==> src/rtl/useq_pkg.sv <==
package useq_pkg;

    typedef enum logic [3:0] {
        OP_END  = 4'd0,
        OP_NOP  = 4'd1,
        OP_ADD  = 4'd2,
        OP_SUB  = 4'd3,
        OP_MPY  = 4'd4,
        OP_SAVE = 4'd5,
        OP_LOAD = 4'd6
    } opcode_t;

    typedef enum logic [1:0] {
        ST_IDLE  = 2'd0,
        ST_FETCH = 2'd1,
        ST_STALL = 2'd2
    } fetch_state_t;

    localparam int OPCODE_W = 4;

endpackage

==> src/rtl/useq_decode.sv <==
module useq_decode
    import useq_pkg::*;
#(
    parameter int INSTR_W = 20
) (
    input  logic [INSTR_W-1:0] word,
    output logic               is_end,
    output logic               is_arith
);
    localparam int OP_LSB = INSTR_W - OPCODE_W;

    logic [OPCODE_W-1:0] op;

    always_comb begin
        op       = word[INSTR_W-1:OP_LSB];
        is_end   = (op == OP_END);
        is_arith = (op == OP_ADD) || (op == OP_SUB) || (op == OP_MPY);
    end

endmodule

==> src/rtl/useq_ctrl.sv <==
module useq_ctrl
    import useq_pkg::*;
#(
    parameter int INSTR_W  = 20,
    parameter int PC_W     = 10,
    parameter int EXEC_LAT = 4
) (
    input  logic               clk,
    input  logic               rst,
    input  logic               start_req,
    input  logic               rd_valid,
    input  logic [INSTR_W-1:0] rd_data,
    input  logic               is_end,
    input  logic               is_arith,
    output logic               rd_req,
    output logic [PC_W-1:0]    rd_addr,
    output logic [INSTR_W-1:0] issue_word,
    output logic               advance,
    output logic               busy,
    output logic               stalled,
    output logic               done_pulse
);
    localparam int  OP_LSB   = INSTR_W - OPCODE_W;
    localparam int  CNT_W    = (EXEC_LAT > 0) ? $clog2(EXEC_LAT + 1) : 1;
    localparam bit  STALL_EN = (EXEC_LAT > 0);
    localparam logic [INSTR_W-1:0] NOP_WORD = {4'(OP_NOP), {OP_LSB{1'b0}}};

    fetch_state_t     state_q, state_d;
    logic [PC_W-1:0]  pc_q, pc_d;
    logic [CNT_W-1:0] cnt_q, cnt_d;
    logic             done_q, done_d;
    logic             word_ok;

    // state register
    always_ff @(posedge clk) begin
        if (rst) begin
            state_q <= ST_IDLE;
            pc_q    <= '0;
            cnt_q   <= '0;
            done_q  <= 1'b0;
        end else begin
            state_q <= state_d;
            pc_q    <= pc_d;
            cnt_q   <= cnt_d;
            done_q  <= done_d;
        end
    end

    // outputs
    always_comb begin
        word_ok    = (state_q == ST_FETCH) && rd_valid;
        rd_req     = (state_q == ST_FETCH);
        rd_addr    = pc_q;
        issue_word = word_ok ? rd_data : NOP_WORD;
        advance    = (state_q != ST_STALL);
        busy       = (state_q != ST_IDLE);
        stalled    = (state_q == ST_STALL);
        done_pulse = done_q;
    end

    // next state
    always_comb begin
        state_d = state_q;
        pc_d    = pc_q;
        cnt_d   = cnt_q;
        done_d  = 1'b0;
        unique case (state_q)
            ST_IDLE: begin
                if (start_req) begin
                    state_d = ST_FETCH;
                    pc_d    = '0;
                    cnt_d   = '0;
                end
            end
            ST_FETCH: begin
                if (word_ok && is_end) begin
                    state_d = ST_IDLE;
                    done_d  = 1'b1;
                end else if (word_ok && is_arith && STALL_EN) begin
                    state_d = ST_STALL;
                    cnt_d   = CNT_W'(EXEC_LAT);
                end else begin
                    pc_d = pc_q + 1'b1;
                end
            end
            ST_STALL: begin
                cnt_d = cnt_q - CNT_W'(1);
                if (cnt_q == CNT_W'(1)) begin
                    state_d = ST_FETCH;
                end
            end
            default: state_d = ST_IDLE;
        endcase
    end

    AST_DONE_SINGLE: assert property (@(posedge clk) disable iff (rst)
        done_q |=> !done_q);

    AST_END_STOPS: assert property (@(posedge clk) disable iff (rst)
        (state_q == ST_FETCH && rd_valid && is_end) |=> (!busy && done_pulse));

    AST_NO_REQ_STALL: assert property (@(posedge clk) disable iff (rst)
        stalled |-> (!rd_req && issue_word == NOP_WORD));

    AST_PC_HELD_STALL: assert property (@(posedge clk) disable iff (rst)
        stalled |=> (rd_addr == $past(rd_addr)));

    AST_STALL_AT_MOST: assert property (@(posedge clk) disable iff (rst)
        cnt_q <= CNT_W'(EXEC_LAT));

    AST_IDLE_QUIET: assert property (@(posedge clk) disable iff (rst)
        !busy |-> (!rd_req && issue_word == NOP_WORD));

    AST_START_IGNORED: assert property (@(posedge clk) disable iff (rst)
        (state_q == ST_FETCH && start_req && !rd_valid) |=>
            (rd_addr == PC_W'($past(rd_addr) + 1'b1)));

endmodule

==> src/rtl/useq_shreg.sv <==
module useq_shreg
    import useq_pkg::*;
#(
    parameter int INSTR_W = 20,
    parameter int DEPTH   = 9
) (
    input  logic                     clk,
    input  logic                     rst,
    input  logic                     advance,
    input  logic [INSTR_W-1:0]       in_word,
    output logic [DEPTH*INSTR_W-1:0] stages
);
    localparam int OP_LSB = INSTR_W - OPCODE_W;
    localparam logic [INSTR_W-1:0] NOP_WORD = {4'(OP_NOP), {OP_LSB{1'b0}}};

    logic [INSTR_W-1:0] stage_q [DEPTH];

    for (genvar g = 0; g < DEPTH; g++) begin : g_stage
        if (g == 0) begin : g_head
            always_ff @(posedge clk) begin
                if (rst)          stage_q[g] <= NOP_WORD;
                else if (advance) stage_q[g] <= in_word;
            end
        end else begin : g_tail
            always_ff @(posedge clk) begin
                if (rst)          stage_q[g] <= NOP_WORD;
                else if (advance) stage_q[g] <= stage_q[g-1];
            end
        end
        assign stages[g*INSTR_W +: INSTR_W] = stage_q[g];
    end

    AST_FROZEN_HEAD: assert property (@(posedge clk) disable iff (rst)
        !advance |=> $stable(stages));

    AST_SHIFT_HEAD: assert property (@(posedge clk) disable iff (rst)
        advance |=> (stages[INSTR_W-1:0] == $past(in_word)));

endmodule

==> src/rtl/useq_fetch_unit.sv <==
module useq_fetch_unit
    import useq_pkg::*;
#(
    parameter int INSTR_W    = 20,
    parameter int PC_W       = 10,
    parameter int PIPE_DEPTH = 9,
    parameter int EXEC_LAT   = 4
) (
    input  logic                          clk,
    input  logic                          rst,
    input  logic                          start_req,
    output logic                          rd_req,
    output logic [PC_W-1:0]               rd_addr,
    input  logic                          rd_valid,
    input  logic [INSTR_W-1:0]            rd_data,
    output logic [INSTR_W-1:0]            issue_word,
    output logic [PIPE_DEPTH*INSTR_W-1:0] stage_words,
    output logic                          busy,
    output logic                          stalled,
    output logic                          done_pulse
);
    logic is_end;
    logic is_arith;
    logic advance;

    useq_decode #(.INSTR_W(INSTR_W)) u_decode (
        .word     (rd_data),
        .is_end   (is_end),
        .is_arith (is_arith)
    );

    useq_ctrl #(
        .INSTR_W  (INSTR_W),
        .PC_W     (PC_W),
        .EXEC_LAT (EXEC_LAT)
    ) u_ctrl (
        .clk        (clk),
        .rst        (rst),
        .start_req  (start_req),
        .rd_valid   (rd_valid),
        .rd_data    (rd_data),
        .is_end     (is_end),
        .is_arith   (is_arith),
        .rd_req     (rd_req),
        .rd_addr    (rd_addr),
        .issue_word (issue_word),
        .advance    (advance),
        .busy       (busy),
        .stalled    (stalled),
        .done_pulse (done_pulse)
    );

    useq_shreg #(
        .INSTR_W (INSTR_W),
        .DEPTH   (PIPE_DEPTH)
    ) u_shreg (
        .clk     (clk),
        .rst     (rst),
        .advance (advance),
        .in_word (issue_word),
        .stages  (stage_words)
    );

endmodule

==> config.mk <==
export PLATFORM = sky130hd
export DESIGN_NAME = useq_fetch_unit
export DESIGN_NICKNAME = d
export VERILOG_FILES = /design/src/rtl/useq_pkg.sv /design/src/rtl/useq_decode.sv /design/src/rtl/useq_ctrl.sv /design/src/rtl/useq_shreg.sv /design/src/rtl/useq_fetch_unit.sv
export SDC_FILE = /design/constraint.sdc
export NUM_CORES = 1
export LEC_CHECK = 0
export BUFFER_PORTS_ARGS = -buffer_cell sky130_fd_sc_hd__buf_2
export CORE_ASPECT_RATIO = 0.75
export CORE_MARGIN = 4
export CORE_UTILIZATION = 47
export CTS_CLUSTER_DIAMETER = 200
export DETAILED_ROUTE_END_ITERATION = 12
export HOLD_SLACK_MARGIN = 0.03
export PLACE_DENSITY = 0.73
export SYNTH_ARGS = -nofsm -noshare
export SYNTH_HDL_FRONTEND = slang
export SYNTH_HIERARCHICAL = 1
export SYNTH_SLANG_ARGS = --single-unit
==> constraint.sdc <==
create_clock -name clk -period 3.33 [get_ports clk]
set_input_delay 0.666 -clock clk [delete_from_list [all_inputs] [get_ports clk]]
set_output_delay 0.666 -clock clk [all_outputs]
set_load 0.01 [all_outputs]
==> results of run 1 <==
==> how the worst max path moves through the flow <==
stage                            startpoint  slack [ps]                    end
after CTS                 u_ctrl/state_q[1]         620         issue_word[15]
after floorplan           u_ctrl/state_q[0]         510  u_shreg/stage_q[0][0]
after global routing      u_ctrl/state_q[1]         430         issue_word[13]
after global placement          rd_data[17]         850      u_ctrl/state_q[0]
after detailed placement        rd_data[17]         670      u_ctrl/state_q[0]
final                     u_ctrl/state_q[1]         640         issue_word[10]
==> state kept, by name, summed over array words and instances (netlist names) <==
name,flops
u_shreg/stage_q,180
u_ctrl/cnt_q,3
u_ctrl/state_q,2
u_ctrl/rd_addr,10
u_ctrl/done_pulse,1
==> stage by stage <==
stage,instance area (sq um),utilization,hold slack (ps),std cells
detailed placement,9600,0.562,472,966
global route,10200,0.597,531,998
floorplan,8320,-,460,534
finish,10200,0.597,485,998
CTS,10200,0.597,483,998
global placement,9600,0.562,461,966
==> cell families after synthesis <==
family          Yosys count  synth area share
buf+inv                  54            0.0382
flops                   196             0.688
fa+ha+maj                 7            0.0105
compound gates           17            0.0135
simple gates            249             0.237
xor+xnor                  4           0.00421
mux                       7           0.00842
==> synth_stat cells <==
master / count / share of area
a211oi_1: 2 / 0.0018
xnor2_1: 4 / 0.0042
and3b_1: 172 / 0.18
o21ai_0: 4 / 0.0024
nor3b_1: 1 / 0.00090
or3_1: 3 / 0.0023
nand2_1: 6 / 0.0027
or2_1: 1 / 0.00075
buf_6: 11 / 0.015
ha_1: 7 / 0.011
clkbuf_1: 14 / 0.0063
a21oi_2: 1 / 0.0011
and3_1: 19 / 0.014
or3_2: 1 / 0.00090
and2_1: 1 / 0.00075
dfxtp_1: 16 / 0.038
nand2b_1: 2 / 0.0015
a21oi_1: 7 / 0.0042
nor2_1: 12 / 0.0054
o211a_4: 1 / 0.0021
clkbuf_2: 2 / 0.0012
buf_4: 2 / 0.0018
inv_1: 7 / 0.0032
or2_2: 3 / 0.0023
nand4_1: 2 / 0.0015
or3b_1: 10 / 0.011
or4_1: 1 / 0.00090
o31ai_1: 1 / 0.00090
nor3_1: 4 / 0.0024
or2b_2: 1 / 0.0011
edfxtp_1: 180 / 0.65
buf_2: 18 / 0.011
nand3_1: 4 / 0.0024
and4b_2: 1 / 0.0014
mux2i_1: 7 / 0.0084
nand3b_1: 2 / 0.0018
a221oi_1: 1 / 0.0011
nor2b_1: 1 / 0.00075
nor4_1: 2 / 0.0015
==> metal layers <==
layer / wire length, um / vias to the layer above / global-route usage
met4: 279 / 0 / 0.0571
li1: - / 2460 / -
met5: 0 / - / 0
met1: 7640 / 2428 / 0.228
met2: 8070 / 193 / 0.282
met3: 1740 / 20 / 0.0720
==> power breakdown <==
| part | internal (uW) | switching (uW) |
|---|---|---|
| logic | 607 | 967 |
| registers | 3270 | 228 |
| clock network | 1070 | 948 |
| total | 4950 | 2140 |
==> layout make-up <==
class | count | area [sq um] | area share
clock buffers | 17 | 425 | 0.0417
clock inverters | 15 | 166 | 0.0163
inverters | 7 | 28.8 | 0.00282
multi-input cells | 284 | 2280 | 0.224
flip-flops and latches | 196 | 5730 | 0.562
well taps | 236 | 295 | 0.0290
repair buffers | 243 | 1270 | 0.125
==> critical path, delay by kind of cell, from the launching register on <==
| family | cells | cell delay, ps |
|---|---|---|
| simple gates | 1 | 320 |
| buf+inv | 2 | 220 |
| fa+ha+maj | 1 | 700 |
| flops | 1 | 350 |
==> impl_metrics.json, run 1 <==
{
  "crit_path_start_kind": "flip-flop",
  "ant_nets": 0,
  "via_count": 5101,
  "final_nets": 780,
  "finClkSkew_ps": 7.74,
  "antenna_found_initial": 0,
  "holdPathStages": 2,
  "cts_root_buffer": "clkbuf_16",
  "clk_pin_slew_ps": 70,
  "power_leakage_uw": 0.00547,
  "min_from": "u_ctrl/rd_addr[9]",
  "criticalPathCategory": "flip-flop to output port",
  "grt_pass1_wl_um": 27900,
  "period_needed_ps": 2690,
  "syn-instance-count": 534,
  "die_w_um": 162,
  "via_per_inst": 5.11,
  "ys_seq_area_frac": 0.688,
  "ys_types": 39,
  "nFillCells": 1356,
  "start_util": 0.487,
  "path_max_fanout": 29,
  "routedWlPerCell_um": 17.8,
  "hp-class": "flip-flop to flip-flop",
  "crit_arrival_ps": 2030,
  "drc": 0,
  "drt_iter0_markers": 459,
  "overflow": 0,
  "reg2reg_slack_ps": 740,
  "dp_hpwl_um": 12100,
  "clock-sinks": 196,
  "ys_seq_elements": 196,
  "dieArea_sq_mm": 0.0199,
  "post_cts_resized": 0,
  "post-cts-setup-buffers": 0,
  "postSynthAreaPerCell_sq_um": 15.6,
  "grt_max_degree": 183,
  "insertion_delay_ps": 420,
  "synth_warnings": 6,
  "htreeDepth": 4,
  "area_delta_synth_final_pct": 22.5,
  "finalSetupTns_ps": 0,
  "crit_chain": "inv_1 -> ha_1 -> and3_1 -> buf_2",
  "top_level_ports": 238,
  "grtUsageTotal": 0.178,
  "core_sq_mm": 0.0171,
  "max-clock-path-buffers": 2,
  "num_rows": 41,
  "rr_worst_depth": 6,
  "finalWorstSetupSlack_ps": 635,
  "tightest_slew_ps": 843,
  "rr_endpoint": "u_ctrl/rd_addr[8]",
  "rsz0062_at_grt": "no",
  "final_cell_mix": "236 x buf_2, 180 x edfxtp_1, 172 x and3b_1",
  "drive_gt1_frac": 0.373,
  "totalPowerFinal_uw": 7090,
  "die_h_um": 123,
  "globalplace.congestion": 0.838,
  "peakVddDrop_mv": 0.288,
  "antennaDiodeCount": 0,
  "preCtsSetupSlack_ps": 674,
  "drtPass1Iterations": 4,
  "maxSlewViolCount": 0,
  "pwr_density_cell_mw_per_mm2": 695,
  "hold_viol": 0,
  "cp_data_required_time_ps": 2660,
  "port_buffers": 237,
  "critPathMaxStageDelay_ps": 700,
  "totalWireLength_um": 17700,
  "numCtsBuffers": 17,
  "cts_tree": "built",
  "cap_violations": 0,
  "relSlewSlack": 0.438,
  "post-route-period-util": 0.809,
  "slowest_stage": "ha_1",
  "holdBufCountCts": 0,
  "timing.rr.start": "u_ctrl/state_q[1]",
  "status": "finished, final reports clean",
  "grt_pass1_vias": 5214,
  "setup_viol": 0,
  "max_freq_mhz": 371,
  "synth_fp_nets": 565,
  "syn-cell-area_sq_mm": 0.00832,
  "whs_endpoint": "u_ctrl/rd_addr[9]",
  "layout_commonest_cell": "buf_2",
  "endpoint_kind": "output port"
}
Note: power is estimated with default switching activity, not from simulation.
==> run 2, diff against run 1 <==
Settings changed: CORE_UTILIZATION 47 to 52, PLACE_DENSITY 0.73 to 0.77.
Clock period 3.33 ns to 2.8 ns, I/O delays scaled along.
==> run 2 against run 1 <==
Effect of this change:
- critical path depth rose by 1
- flip-flop and latch count did not move
- worst hold slack improved by 7.5 ps
- final cell count fell by 2.9%
- largest cell class unchanged
- non-clock buffer count rose by 2
==> impl_metrics.json, run 2 (synthesized netlist as in run 1, its figures left out) <==
{
  "cts_tree": "built",
  "register_area_sq_mm": 0.00573,
  "drc": 0,
  "dieArea_sq_mm": 0.0181,
  "regMostFlops": "u_shreg/stage_q",
  "slowest_stage": "dfxtp_1",
  "port_buffers": 237,
  "dp_hpwl_um": 12100,
  "holdBufCountCts": 0,
  "cts_root_buffer": "clkbuf_16",
  "antenna_found_initial": 0,
  "rsz0062_at_grt": "no",
  "power_leakage_uw": 0.00550,
  "grt_pass1_wl_um": 28200,
  "cp_data_required_time_ps": 2240,
  "tightest_slew_ps": 663,
  "globalplace.congestion": 0.819,
  "pwr_density_cell_mw_per_mm2": 832,
  "grt_max_degree": 187,
  "finClkSkew_ps": 8.92,
  "via_count": 5210,
  "criticalPathCategory": "flip-flop to output port",
  "timing.rr.start": "u_ctrl/state_q[0]",
  "critPathTopFamily": "buffers and inverters",
  "insertion_delay_ps": 430,
  "largest_reg_flops": 180,
  "clock-sinks": 196,
  "peakVddDrop_mv": 0.488,
  "layout_commonest_cell": "buf_2",
  "crit_buf_inv": 3,
  "post-route-period-util": 0.844,
  "setup_viol": 0,
  "totalWireLength_um": 18000,
  "drtPass1Iterations": 4,
  "critPathLaunch": "u_ctrl/state_q[1]",
  "start_util": 0.538,
  "overflow": 0,
  "antennaDiodeCount": 0,
  "status": "finished, final reports clean",
  "hp-class": "flip-flop to flip-flop",
  "path_max_fanout": 25,
  "die_h_um": 118,
  "max_freq_mhz": 423,
  "finalSetupTns_ps": 0,
  "min_from": "u_ctrl/rd_addr[9]",
  "finalNonFillerCells": 969,
  "htreeDepth": 4,
  "post_cts_resized": 0,
  "ant_nets": 0,
  "routedWlPerCell_um": 18.6,
  "final_nets": 782,
  "grt_pass1_vias": 5128,
  "multi_input_area_sq_mm": 0.00228,
  "endpoint_kind": "output port",
  "critPathMaxStageDelay_ps": 360,
  "crit_chain": "inv_1 -> ha_1 -> buf_4 -> and3_1 -> buf_2",
  "hold_viol": 0,
  "clk_pin_slew_ps": 70,
  "reg2reg_slack_ps": 690,
  "period_needed_ps": 2360,
  "core_sq_mm": 0.0155,
  "relSlewSlack": 0.558,
  "max-clock-path-buffers": 2,
  "die_w_um": 154,
  "drt_iter0_markers": 433,
  "post-cts-setup-buffers": 0,
  "area_delta_synth_final_pct": 22.8,
  "top_level_ports": 238,
  "final_cell_mix": "236 x buf_2, 180 x edfxtp_1, 172 x and3b_1",
  "crit_path_start_kind": "flip-flop",
  "grtUsageTotal": 0.195,
  "place_inst": 937,
  "numCtsBuffers": 17,
  "crit_arrival_ps": 1800,
  "num_rows": 39,
  "drive_gt1_frac": 0.374,
  "maxSlewViolCount": 0,
  "cap_violations": 0,
  "nFillCells": 1103,
  "totalPowerFinal_uw": 8500,
  "via_per_inst": 5.38
}
[run 2: cell count changes in the layout (fill, tap and decap cells not counted)]
cell | before | now
ha_1 | 7 | 6
clkinv_8 | 1 | 0
buf_4 | 4 | 3
buf_12 | 3 | 6
clkbuf_1 | 0 | 1
clkinvlp_4 | 3 | 4
bufinv_16 | 1 | 2
inv_6 | 3 | 1
ha_2 | 0 | 1
[run 2: path summary, 6_finish.rpt]
kind                        to  cells after the start
max             issue_word[18]                      5
min          u_ctrl/rd_addr[9]                      2
max reg2reg  u_ctrl/rd_addr[8]                      6
min reg2reg  u_ctrl/rd_addr[9]                      2
[run 2: routing by layer]
metal	share of wire	vias up	routed length [um]	global-route usage
met1	0.41	2498	7420	0.249
met5	0	-	0	0
met3	0.097	22	1750	0.0724
met4	0.014	0	255	0.0645
li1	-	2462	-	-
met2	0.48	228	8570	0.310
[run 2: stage by stage]
step	util	hold slack [ps]	instance area (sq um)	worst slack (ps)
after floorplan	-	460	8330	32.7
after global placement	0.622	458	9620	501
after detailed placement	0.622	480	9620	402
after CTS	0.660	489	10200	412
after global routing	0.660	519	10200	364
final	0.660	492	10200	436
[run 2: worst reg2reg max path: stages (launching register included)]
cell,delay (ps)
dfxtp_1,410
inv_1,100
ha_1,260
mux2i_1,220
or2_1,360
or4_1,550
a21oi_1,150
[run 2: layout make-up]
class                   count  share of cell area
clock buffers              18              0.0420
clock inverters            14              0.0167
inverters                   7             0.00282
multi-input cells         284               0.223
flip-flops and latches    196               0.560
well taps                 205              0.0251
repair buffers            245               0.130
[run 2: power breakdown]
group / internal (uW) / switching [uW] / leakage, uW
registers: 3890 / 285 / 0.00228
clock network: 1350 / 1090 / 0.000281
logic: 741 / 1150 / 0.00294
==> run 3, diff against run 2 <==
Settings changed: CORE_UTILIZATION 52 to 47, PLACE_DENSITY 0.77 to 0.73.
Clock period 2.8 ns to 2 ns, I/O delays scaled along.
==> run 3 against run 2 <==
Effect of this change:
- clock skew is 0.50 ps higher
- via count down 0.35%
- non-clock buffer count is 16 higher
- count of clock-buffer cells in the layout down 1
- largest cell class unchanged
- critical endpoint is now issue_word[9]
- final cell count is 4.9% higher
==> impl_metrics.json, run 3 (synthesized netlist as in run 1, its figures left out) <==
{
  "area_delta_synth_final_pct": 25.2,
  "seq_power_share": 0.484,
  "finalNonFillerCells": 1016,
  "final_cell_mix": "236 x buf_2, 180 x edfxtp_1, 172 x and3b_1",
  "pwr_density_cell_mw_per_mm2": 1160,
  "cap_violations": 0,
  "status": "finished, final reports clean",
  "tightest_slew_ps": 386,
  "dp_hpwl_um": 12700,
  "drtPass1Iterations": 4,
  "insertion_delay_ps": 420,
  "path_max_fanout": 23,
  "die_w_um": 162,
  "endpoint_kind": "output port",
  "peakVddDrop_mv": 0.581,
  "grt_pass1_vias": 5167,
  "switching_share": 0.295,
  "via_count": 5192,
  "largest_reg_flops": 180,
  "top_level_ports": 238,
  "slowest_stage": "dfxtp_1",
  "cts_root_buffer": "clkbuf_16",
  "cts_tree": "built",
  "max_freq_mhz": 523,
  "final_nets": 798,
  "crit_path_start_kind": "flip-flop",
  "placedInstanceArea_sq_mm": 0.00979,
  "antennaDiodeCount": 0,
  "finalInstanceArea_sq_mm": 0.0104,
  "drc": 0,
  "hold_viol": 0,
  "via_per_inst": 5.11,
  "power_leakage_uw": 0.00559,
  "p_switching_uw": 3560,
  "hp-class": "primary input to flip-flop",
  "overflow": 0,
  "start_util": 0.487,
  "ant_nets": 0,
  "cp_data_required_time_ps": 1600,
  "drive_gt1_frac": 0.392,
  "critPathTopFamily": "buffers and inverters",
  "port_buffers": 237,
  "max-clock-path-buffers": 2,
  "p_int_uw": 8510,
  "place_inst": 981,
  "clk_pin_slew_ps": 70,
  "htreeDepth": 4,
  "rsz0062_at_grt": "yes",
  "antenna_found_initial": 0,
  "post-route-period-util": 0.957,
  "crit_buf_inv": 3,
  "drt_iter0_markers": 360,
  "critPathMaxStageDelay_ps": 320,
  "period_needed_ps": 1910,
  "power_frac_comb": 0.240,
  "dieArea_sq_mm": 0.0199,
  "maxSlewViolCount": 0,
  "core_sq_mm": 0.0171,
  "clock-sinks": 196,
  "crit_chain": "inv_1 -> ha_4 -> buf_12 -> and3_1 -> buf_2",
  "clockPowerShare": 0.276,
  "criticalPathCategory": "flip-flop to output port",
  "crit_arrival_ps": 1510,
  "layout_commonest_cell": "buf_2",
  "grtUsageTotal": 0.181,
  "globalplace.congestion": 0.834,
  "relSlewSlack": 0.743,
  "routedWlPerCell_um": 18.0,
  "regMostFlops": "u_shreg/stage_q",
  "num_rows": 41,
  "die_h_um": 123,
  "numCtsBuffers": 17,
  "totalWireLength_um": 18300,
  "setup_viol": 0,
  "finClkSkew_ps": 9.43,
  "grt_max_degree": 118,
  "holdBufCountCts": 0,
  "grt_pass1_wl_um": 28400
}
==> run 3: metrics by stage <==
step                      total power [uW]  setup slack (ps)  TNS, ps  hold WS (ps)  utilization
after floorplan                       7370              -594  -106920           460            -
after global placement                8640              16.3        0           469        0.573
after detailed placement              8750             -92.7     -215           489        0.573
after CTS                            12100              13.7        0           424        0.608
after global routing                 12700             -4.65    -10.7           438        0.610
final                                12100              86.9        0           448        0.610
==> run 3: final cells by class <==
| cell class | count | area [sq um] |
|---|---|---|
| inverters | 7 | 28.8 |
| well taps | 236 | 295 |
| clock inverters | 15 | 151 |
| flip-flops and latches | 196 | 5730 |
| fillers | 1314 | 6660 |
| multi-input cells | 284 | 2310 |
| repair buffers | 261 | 1490 |
| clock buffers | 17 | 425 |
==> run 3: final timing paths <==
kind	cells after the start	end	slack [ps]	from
worst min register to register	2	u_ctrl/rd_addr[9]	510	u_ctrl/rd_addr[9]
worst min-delay path	2	u_shreg/stage_q[3][1]	450	rst
worst max-delay path	5	issue_word[9]	90	u_ctrl/state_q[1]
worst max register to register	7	u_ctrl/rd_addr[8]	100	u_ctrl/state_q[1]
==> run 3: worst register-to-register path: stages, from the launching register on <==
cell	delay, ps
dfxtp_1	340
inv_1	80
ha_4	190
buf_4	130
o211a_4	140
or2_4	290
or4_1	520
a21oi_1	160
==> run 3: per-layer routing <==
metal  up-vias  GRT usage  share of wire
li1       2495          -              -
met1      2474      0.233           0.43
met2       203      0.292           0.46
met3        20     0.0666          0.089
met4         0     0.0555          0.012
met5         -          0              0
==> run 3: what timing repair did <==
| action | 4_1_cts | 5_1_grt |
|---|---|---|
| setup endpoints to repair | 20 | 22 |
| gates resized for setup | 4 | 3 |
| buffers inserted | 0 | 3 |
==> run 3: power by group through the flow <==
stage	Clock (uW)	Sequential, uW	Combinational, uW
5_1_grt	3590	5940	3140
3_5_place_dp	0	5930	2830
3_3_place_gp	0	5870	2770
6_report	3330	5830	2890
4_1_cts	3420	5840	2870
2_1_floorplan	0	6280	1090
